[config.mk]
export PLATFORM = sky130hd
export DESIGN_NAME = scr_fire_gen
export DESIGN_NICKNAME = d
export VERILOG_FILES = /design/src/rtl/scr_fire_pkg.sv /design/src/rtl/scr_fire_ctrl.sv /design/src/rtl/scr_fire_dp.sv /design/src/rtl/scr_fire_gen.sv
export SDC_FILE = /design/constraint.sdc
export NUM_CORES = 1
export LEC_CHECK = 0
export CORE_MARGIN = 3
export CORE_UTILIZATION = 41
export CTS_CLUSTER_DIAMETER = 40
export DETAILED_ROUTE_END_ITERATION = 8
export PLACE_DENSITY = 0.67
export SLEW_MARGIN = 20
export SYNTH_ARGS = -nofsm -noshare
export SYNTH_HDL_FRONTEND = slang
export SYNTH_SLANG_ARGS = --single-unit
[constraint.sdc]
create_clock -name clk -period 10.5 [get_ports clk]
set_input_delay 3.15 -clock clk [delete_from_list [all_inputs] [get_ports clk]]
set_output_delay 3.15 -clock clk [all_outputs]
set_load 0.005 [all_outputs]
[src/rtl/scr_fire_pkg.sv]
package scr_fire_pkg;

  typedef enum logic [1:0] {
    MODE_HALF = 2'b00,
    MODE_FULL = 2'b01,
    MODE_TRI  = 2'b10,
    MODE_SIX  = 2'b11
  } fireMode_e;

  localparam int unsigned NUM_GATES = 6;
  localparam int unsigned IDX_W     = $clog2(NUM_GATES);

  // Strobes and state handed from the control to the datapath each clock.
  typedef struct packed {
    logic             startCycle;
    logic             startInterval;
    logic             loseSync;
    logic             synced;
    logic [IDX_W-1:0] phaseIdx;
  } fireStrb_t;

endpackage

[src/rtl/scr_fire_ctrl.sv]
module scr_fire_ctrl
  import scr_fire_pkg::*;
#(
  parameter int unsigned LINE_CLKS    = 1000000,
  parameter int unsigned TIMEOUT_CLKS = 1500000,
  parameter int unsigned POS_W        = 20
) (
  input  logic             clk,
  input  logic             rstN,
  input  logic             zeroCross,
  input  fireMode_e        modeQ,
  output fireStrb_t        strb,
  output logic [POS_W-1:0] posCnt,
  output logic [POS_W-1:0] intLen
);

  localparam int unsigned AGE_W = $clog2(TIMEOUT_CLKS + 1);
  localparam logic [POS_W-1:0] LEN_HALF = POS_W'(LINE_CLKS);
  localparam logic [POS_W-1:0] LEN_FULL = POS_W'(LINE_CLKS / 2);
  localparam logic [POS_W-1:0] LEN_TRI  = POS_W'(LINE_CLKS / 3);
  localparam logic [POS_W-1:0] LEN_SIX  = POS_W'(LINE_CLKS / 6);
  localparam logic [AGE_W-1:0] AGE_LAST = AGE_W'(TIMEOUT_CLKS - 1);

  logic             inSync;
  logic [AGE_W-1:0] age;
  logic [IDX_W-1:0] phaseIdx;
  logic [IDX_W-1:0] lastPhase;
  logic             atEnd;
  logic             timeoutNow;

  always_comb begin
    case (modeQ)
      MODE_HALF: begin intLen = LEN_HALF; lastPhase = IDX_W'(0); end
      MODE_FULL: begin intLen = LEN_FULL; lastPhase = IDX_W'(1); end
      MODE_TRI:  begin intLen = LEN_TRI;  lastPhase = IDX_W'(2); end
      default:   begin intLen = LEN_SIX;  lastPhase = IDX_W'(5); end
    endcase
  end

  assign atEnd      = inSync && (posCnt == intLen - POS_W'(1));
  assign timeoutNow = inSync && !zeroCross && (age == AGE_LAST);

  always_comb begin
    strb.startInterval = zeroCross || (atEnd && !timeoutNow);
    strb.startCycle    = zeroCross || (atEnd && !timeoutNow && phaseIdx == lastPhase);
    strb.loseSync      = timeoutNow;
    strb.synced        = inSync;
    strb.phaseIdx      = phaseIdx;
  end

  always_ff @(posedge clk) begin
    if (!rstN) begin
      inSync   <= 1'b0;
      age      <= '0;
      posCnt   <= '0;
      phaseIdx <= '0;
    end else if (zeroCross) begin
      inSync   <= 1'b1;
      age      <= '0;
      posCnt   <= '0;
      phaseIdx <= '0;
    end else if (timeoutNow) begin
      inSync   <= 1'b0;
      age      <= '0;
      posCnt   <= '0;
      phaseIdx <= '0;
    end else if (inSync) begin
      age <= age + AGE_W'(1);
      if (atEnd) begin
        posCnt   <= '0;
        phaseIdx <= (phaseIdx == lastPhase) ? '0 : phaseIdx + IDX_W'(1);
      end else begin
        posCnt <= posCnt + POS_W'(1);
      end
    end
  end

endmodule

[src/rtl/scr_fire_dp.sv]
module scr_fire_dp
  import scr_fire_pkg::*;
#(
  parameter int unsigned ALPHA_W = 20,
  parameter int unsigned PW_W    = 12,
  parameter int unsigned POS_W   = 20
) (
  input  logic                 clk,
  input  logic                 rstN,
  input  fireStrb_t            strb,
  input  logic [POS_W-1:0]     posCnt,
  input  logic [POS_W-1:0]     intLen,
  input  logic [ALPHA_W-1:0]   alpha,
  input  logic [1:0]           mode,
  input  logic [PW_W-1:0]      pulseWidth,
  output fireMode_e            modeQ,
  output logic [NUM_GATES-1:0] gate,
  output logic                 sampleStb
);

  localparam int unsigned CMP_W = (ALPHA_W > POS_W) ? ALPHA_W : POS_W;

  logic [ALPHA_W-1:0]   alphaQ;
  logic [PW_W-1:0]      left;
  logic [NUM_GATES-1:0] gateQ;
  logic [NUM_GATES-1:0] hot;
  logic                 fire;

  for (genvar g = 0; g < NUM_GATES; g++) begin : g_hot
    assign hot[g] = (strb.phaseIdx == IDX_W'(g));
  end

  assign fire = strb.synced && !strb.loseSync
             && (CMP_W'(posCnt) == CMP_W'(alphaQ))
             && (CMP_W'(alphaQ) < CMP_W'(intLen))
             && (pulseWidth != '0);

  always_ff @(posedge clk) begin
    if (!rstN) begin
      alphaQ    <= '0;
      modeQ     <= MODE_HALF;
      left      <= '0;
      gateQ     <= '0;
      sampleStb <= 1'b0;
    end else begin
      sampleStb <= strb.startInterval;
      if (strb.startInterval) alphaQ <= alpha;
      if (strb.startCycle)    modeQ  <= fireMode_e'(mode);
      if (strb.loseSync) begin
        gateQ <= '0;
        left  <= '0;
      end else if (fire) begin
        gateQ <= hot;
        left  <= pulseWidth - PW_W'(1);
      end else if (gateQ != '0) begin
        if (left == '0) gateQ <= '0;
        else            left  <= left - PW_W'(1);
      end
    end
  end

  assign gate = gateQ;

endmodule

[src/rtl/scr_fire_gen.sv]
module scr_fire_gen
  import scr_fire_pkg::*;
#(
  parameter int unsigned LINE_CLKS    = 1000000,
  parameter int unsigned TIMEOUT_CLKS = 1500000,
  parameter int unsigned ALPHA_W      = 20,
  parameter int unsigned PW_W         = 12
) (
  input  logic               clk,
  input  logic               rstN,
  input  logic               zeroCross,
  input  logic [ALPHA_W-1:0] alpha,
  input  logic [1:0]         mode,
  input  logic [PW_W-1:0]    pulseWidth,
  output logic [5:0]         gate,
  output logic               sampleStb
);

  localparam int unsigned POS_W = $clog2(LINE_CLKS + 1);

  fireStrb_t        strb;
  fireMode_e        modeQ;
  logic [POS_W-1:0] posCnt;
  logic [POS_W-1:0] intLen;

  scr_fire_ctrl #(
    .LINE_CLKS   (LINE_CLKS),
    .TIMEOUT_CLKS(TIMEOUT_CLKS),
    .POS_W       (POS_W)
  ) i_ctrl (
    .clk      (clk),
    .rstN     (rstN),
    .zeroCross(zeroCross),
    .modeQ    (modeQ),
    .strb     (strb),
    .posCnt   (posCnt),
    .intLen   (intLen)
  );

  scr_fire_dp #(
    .ALPHA_W(ALPHA_W),
    .PW_W   (PW_W),
    .POS_W  (POS_W)
  ) i_dp (
    .clk       (clk),
    .rstN      (rstN),
    .strb      (strb),
    .posCnt    (posCnt),
    .intLen    (intLen),
    .alpha     (alpha),
    .mode      (mode),
    .pulseWidth(pulseWidth),
    .modeQ     (modeQ),
    .gate      (gate),
    .sampleStb (sampleStb)
  );

endmodule

Word level (Yosys, flattened, before mapping)
Cells that the tools add are included.
{ "word_totals": {"register_bits": 86, "latchBits": 0, "ram_bits": 0, "romBits": 0, "memories": 0} }
{ "op_classes": {"add_sub_neg": 6, "mul": 0, "div_mod_pow": 0, "order_cmp": 1, "eq_ne": 12, "shifts": 0, "muxes": 12, "bitwise": 1, "reduce_logical": 26} }
{ "op_table": {"columns": ["cell", "n"], "rows": [
  ["$pmux 20 s3", 1],
  ["$eq 20x20->1", 2],
  ["$mux 12", 3],
  ["$sub 12x1->12 const B", 2],
  ["$add 21x1->21 const B", 1],
  ["$eq 21x21->1 const B", 1],
  ["$add 20x1->20 const B", 1],
  ["$lt 20x20->1", 1],
  ["$mux 20", 1],
  ["$sub 20x1->20 const B", 1],
  ["$mux 6", 3],
  ["$logic_not 12->1", 1],
  ["$reduce_bool 12->1", 1],
  ["$logic_and 1x1->1", 9],
  ["$pmux 3 s3", 1],
  ["$eq 3x2->1 const B", 2],
  ["$eq 3x3->1 const B", 2],
  ["$reduce_and 2->1", 3],
  ["$reduce_bool 2->1", 3],
  ["$reduce_bool 6->1", 1],
  ["$add 3x1->3 const B", 1],
  ["$eq 3x1->1 const B", 1],
  ["$eq 3x3->1", 1],
  ["$logic_not 3->1", 1],
  ["11 further kinds", 14]
]} }

Longest topological paths before layout
{ "logic_depth": {"word_depth": 10, "depth_mapped": 19, "ltp_nobuf": 16} }

Cells and area by module
Synthesis repeated with hierarchy kept, for this count alone.
{ "unflattened": {"hier_cells": 632, "hier_area_um2": 5280.1} }
{ "modules_own_cells": {"columns": ["module", "instances", "cells_per_inst", "area_each_um2", "seq_area_each_um2"], "rows": [
  ["scr_fire_dp", 1, 337, 2845.2, 820.8],
  ["scr_fire_ctrl", 1, 295, 2434.8, 900.9]
]} }

Worst setup path after synthesis
No wires, ideal clock.
{ "synth_timing": {"path_type": "input to register", "from": "input pulseWidth[5]", "to": "register i_dp.left[10]", "arrival_ns": 6.016, "slack_ns": 4.413, "stages": 15, "path_cell_list": "nor4_1 nand3b_1 or4_4 nand2_1 or3_1 buf_6 buf_12 mux2i_1 ha_1 or3b_2 a21oi_1 nand4b_1 xnor2_1 nand2_1 mux2i_1"} }
{ "synth_via": {"elab_chain_len": 4} }
{ "synth_rtl": {"columns": ["item", "line_no", "text"], "rows": [
  ["from (decl)", "scr_fire_gen.sv:14", "input logic [PW_W-1:0] pulseWidth,"],
  ["branches (longest 4 deep; another with $sub 12x1->12)", null, null],
  ["to (signal assigned)", "scr_fire_dp.sv:54", "left <= pulseWidth - PW_W'(1);"],
  ["to (signal assigned)", "scr_fire_dp.sv:57", "else left <= left - PW_W'(1);"],
  ["to (decl)", "scr_fire_dp.sv:24", "logic [PW_W-1:0] left;"]
]} }
Several ways; the timed one is not identified.
A chain may end at the register's enable or synchronous reset.

Worst setup path in the final report
Ends and elaborated chain as after synthesis.

==> results.toml <==
[run_status]
status = "complete, no violations"

[logic_synthesis]
async_reset_ff_frac = 0
synth_seq_area_share = 0.329
ys.flop_type = "dfxtp_1"
synth_cells = 608
synth_fp_nets = 671
yosysWarnings = 0
netlist_area_um2 = 5230
synth_edf_count = 0
ys_ff_latch = 86
ys_types = 62
syn_area_per_cell_um2 = 8.60

[cts]
cts_setup_buffers = 0
cts_buffers = 9
tritoncts = "done"
clk_path_buf_depth = 2
cts_hold_buf = 0
ctsRootBufferMaster = "clkbuf_16"
h-tree-depth = 3
path_clk_slew_ns = 0.06
cts.sinks = 86
cts_resized = 0
insertion_delay_ns = 0.34

[routing]
ant_nets = 0
drt_iter0_markers = 284
drt-pass1-iter-count = 5
vias = 4251
drc = 0
wire_per_inst_um = 14.7
viasPerCell = 5.29
wl_um = 11800

[floorplan]
die_area_um2 = 14100
rows = 40
pin_count = 44
die_x_um = 119
die_h_um = 119
start_util = 0.428
core_um2 = 12200

[finish]
drive_gt1_frac = 0.0520
syn2layout_area_growth_pct = 14.4
num_antenna_cells = 0
final_nets = 693
final_util = 0.490

[global_routing]
grt-ovfl-total = 0
grt_pass1_vias = 4273
track_usage = 0.174
grt_first_pass_wirelength_um = 20200
grt_max_degree = 47
antenna_found_initial = 0

[worst_hold_path]
hp-class = "reg2reg"
holdPathEnd = "i_dp.gate[1]"
min_path_cells = 2
min_from = "i_dp.gate[1]"

[critical_path]
cp-end-kind = "flip-flop"
cp_data_required_time_ns = 10.76
crit_chain = "clkdlybuf4s50_1, nor4_1, nand3b_1, or4_4, nand2_1, or3_1, mux2i_1, ha_1, or3b_2, a21oi_1, nand4b_1, xnor2_1, nand2_1, mux2i_1"
ff2ff_setup_slack_ns = 5.60
arrival_ns = 7.39
crit_type = "in2reg"
cp-start-kind = "input pin"
r2r-end = "i_dp.left[10]"
cp-startpoint = "pulseWidth[5]"
r2r-start = "i_dp.modeQ[1]"
max_stage_delay_ns = 0.77
crit_fanout = 18
ff2ff_path_depth = 16
cp_slowest_cell = "or3_1"

[power]
power_frac_comb = 0.105
p_total_uw = 766
p_int_uw = 582
pwr_density_cell_nw_per_um2 = 128
p_leak_uw = 0.00230
p_switching_uw = 184
p_sw_frac = 0.240
ir_drop_uv = 74.5
power_frac_clock = 0.447
seq_power_share = 0.448

[sta]
slew_headroom = 0.331
worst_clock_skew_ns = 0.00494
layout_min_cycle_time_ns = 7.13
finalSetupViolations = 0
fin_crit_sh = 0.679
tns_ns = 0
worst_pin_slew_ns = 1.00
max_freq_ghz = 0.140
maxSlewViolCount = 0
rsz0062_at_grt = "false"
hold_viol = 0

[placement]
gp_congestion = 0.888
dp_hpwl_um = 8730
io_buffers = 43

[run]
max-cap-violations = 0
-- synth_stat cells, types with 4 or more instances --
| library cell | n | area (um2) |
|---|---|---|
| xor2_1 | 26 | 228 |
| nand3_1 | 27 | 135 |
| buf_6 | 7 | 78.8 |
| and3_1 | 9 | 56.3 |
| clkbuf_1 | 14 | 52.6 |
| ha_1 | 26 | 325 |
| nand4_1 | 20 | 125 |
| dfxtp_1 | 86 | 1720 |
| nor2_1 | 64 | 240 |
| xnor2_1 | 42 | 368 |
| a31oi_1 | 5 | 31.3 |
| nor4_1 | 14 | 87.6 |
| nand4b_1 | 5 | 43.8 |
| inv_1 | 12 | 45.0 |
| buf_4 | 4 | 30.0 |
| mux2i_1 | 44 | 440 |
| a21oi_1 | 10 | 50.1 |
| nor3b_1 | 5 | 37.5 |
| nand2_1 | 95 | 357 |
| a21o_1 | 4 | 30.0 |
| or3_1 | 4 | 25.0 |
| o21ai_0 | 5 | 25.0 |
| buf_2 | 8 | 40.0 |
| xnor2_2 | 8 | 130 |
| nand2b_1 | 4 | 25.0 |
| nor3_1 | 5 | 25.0 |
| and4_1 | 6 | 52.6 |
-- flip-flops by register name, indices dropped and copies added, names as in the netlist --
name	count
i_ctrl.phaseIdx	3
i_ctrl.age	21
i_ctrl.inSync	1
i_dp.alphaQ	20
i_dp.modeQ	2
i_ctrl.posCnt	20
i_dp.gate	6
i_dp.left	12
i_dp.sampleStb	1
-- cell usage in the layout, fill, tap and decap left out, drive strengths merged, types with 3 or more instances in the layout --
| cell | n |
|---|---|
| xor2 | 26 |
| nand3b | 3 |
| nand3 | 27 |
| nor2 | 64 |
| mux2i | 44 |
| nor4 | 14 |
| and3 | 9 |
| ha | 26 |
| a21oi | 11 |
| a31oi | 6 |
| and2 | 5 |
| or4 | 3 |
| nor3 | 5 |
| and4 | 7 |
| inv | 13 |
| dfxtp | 86 |
| clkbuf | 11 |
| nand2 | 95 |
| nand4 | 20 |
| nor3b | 5 |
| nor2b | 4 |
| a21o | 4 |
| nand4b | 5 |
| o21ai | 7 |
| nand2b | 4 |
| clkdlybuf4s50 | 43 |
| xnor2 | 50 |
| or3 | 4 |
-- critical path: cells and delay by family --
| kind | cells | cell delay [ns] |
|---|---|---|
| and+or+nand+nor | 8 | 2.65 |
| muxes | 2 | 0.44 |
| adders and majority gates | 1 | 0.26 |
| AOI/OAI and AO/OA | 1 | 0.27 |
| buffers and inverters | 1 | 0.48 |
| xor gates and xnor gates | 1 | 0.16 |
-- final cells by class --
type | count | area, um2
multi-input cells | 475 | 3240
fillers | 1202 | 6230
well taps | 168 | 210
inverters | 13 | 48.8
clock buffers | 11 | 233
flip-flops and latches | 86 | 1720
repair buffers | 45 | 445
clock inverters | 5 | 83.8
-- logic make-up (layout without fill, tap and decap cells) --
family	count (synthesis)	in the layout	share of synthesized area
DFF	86	86	0.329
xor gates and xnor gates	76	76	0.139
AOI/OAI and AO/OA	46	46	0.0618
adders and majority gates	26	26	0.0622
muxes	44	44	0.0843
and+or+nand+nor	283	283	0.272
buffers and inverters	47	74	0.0517
-- metrics by stage --
step	instance area (um2)	hold slack [ns]	worst slack [ns]	std cells
6_report	5980	0.482	3.37	803
5_1_grt	5980	0.502	3.13	803
4_1_cts	5980	0.487	3.41	803
3_5_place_dp	5660	0.474	3.07	787
3_3_place_gp	5660	0.473	3.16	787
2_1_floorplan	5230	0.449	4.41	608
-- worst max-delay path by stage --
stage / slack (ns) / end
6_report: 3.37 / i_dp.left[10]
5_1_grt: 3.13 / i_dp.left[10]
4_1_cts: 3.41 / i_dp.left[10]
3_5_place_dp: 3.07 / i_dp.left[10]
3_3_place_gp: 3.16 / i_dp.left[10]
2_1_floorplan: 4.41 / i_dp.left[10]
-- metal layers --
| layer | routed length (um) | vias up | track usage |
|---|---|---|---|
| li1 | - | 2143 | - |
| met1 | 5540 | 2009 | 0.216 |
| met2 | 5530 | 83 | 0.286 |
| met3 | 512 | 16 | 0.0475 |
| met4 | 220 | 0 | 0.0681 |
| met5 | 0 | - | 0 |
-- power by group through the flow --
stage	combinational [uW]	sequential [uW]	clock (uW)
after floorplan	55.1	346	0
after global placement	77.2	350	0
after detailed placement	80.0	350	0
after CTS	80.9	343	352
after global routing	89.7	344	366
final	80.4	343	343
Note: power is estimated with default switching activity, not from simulation.
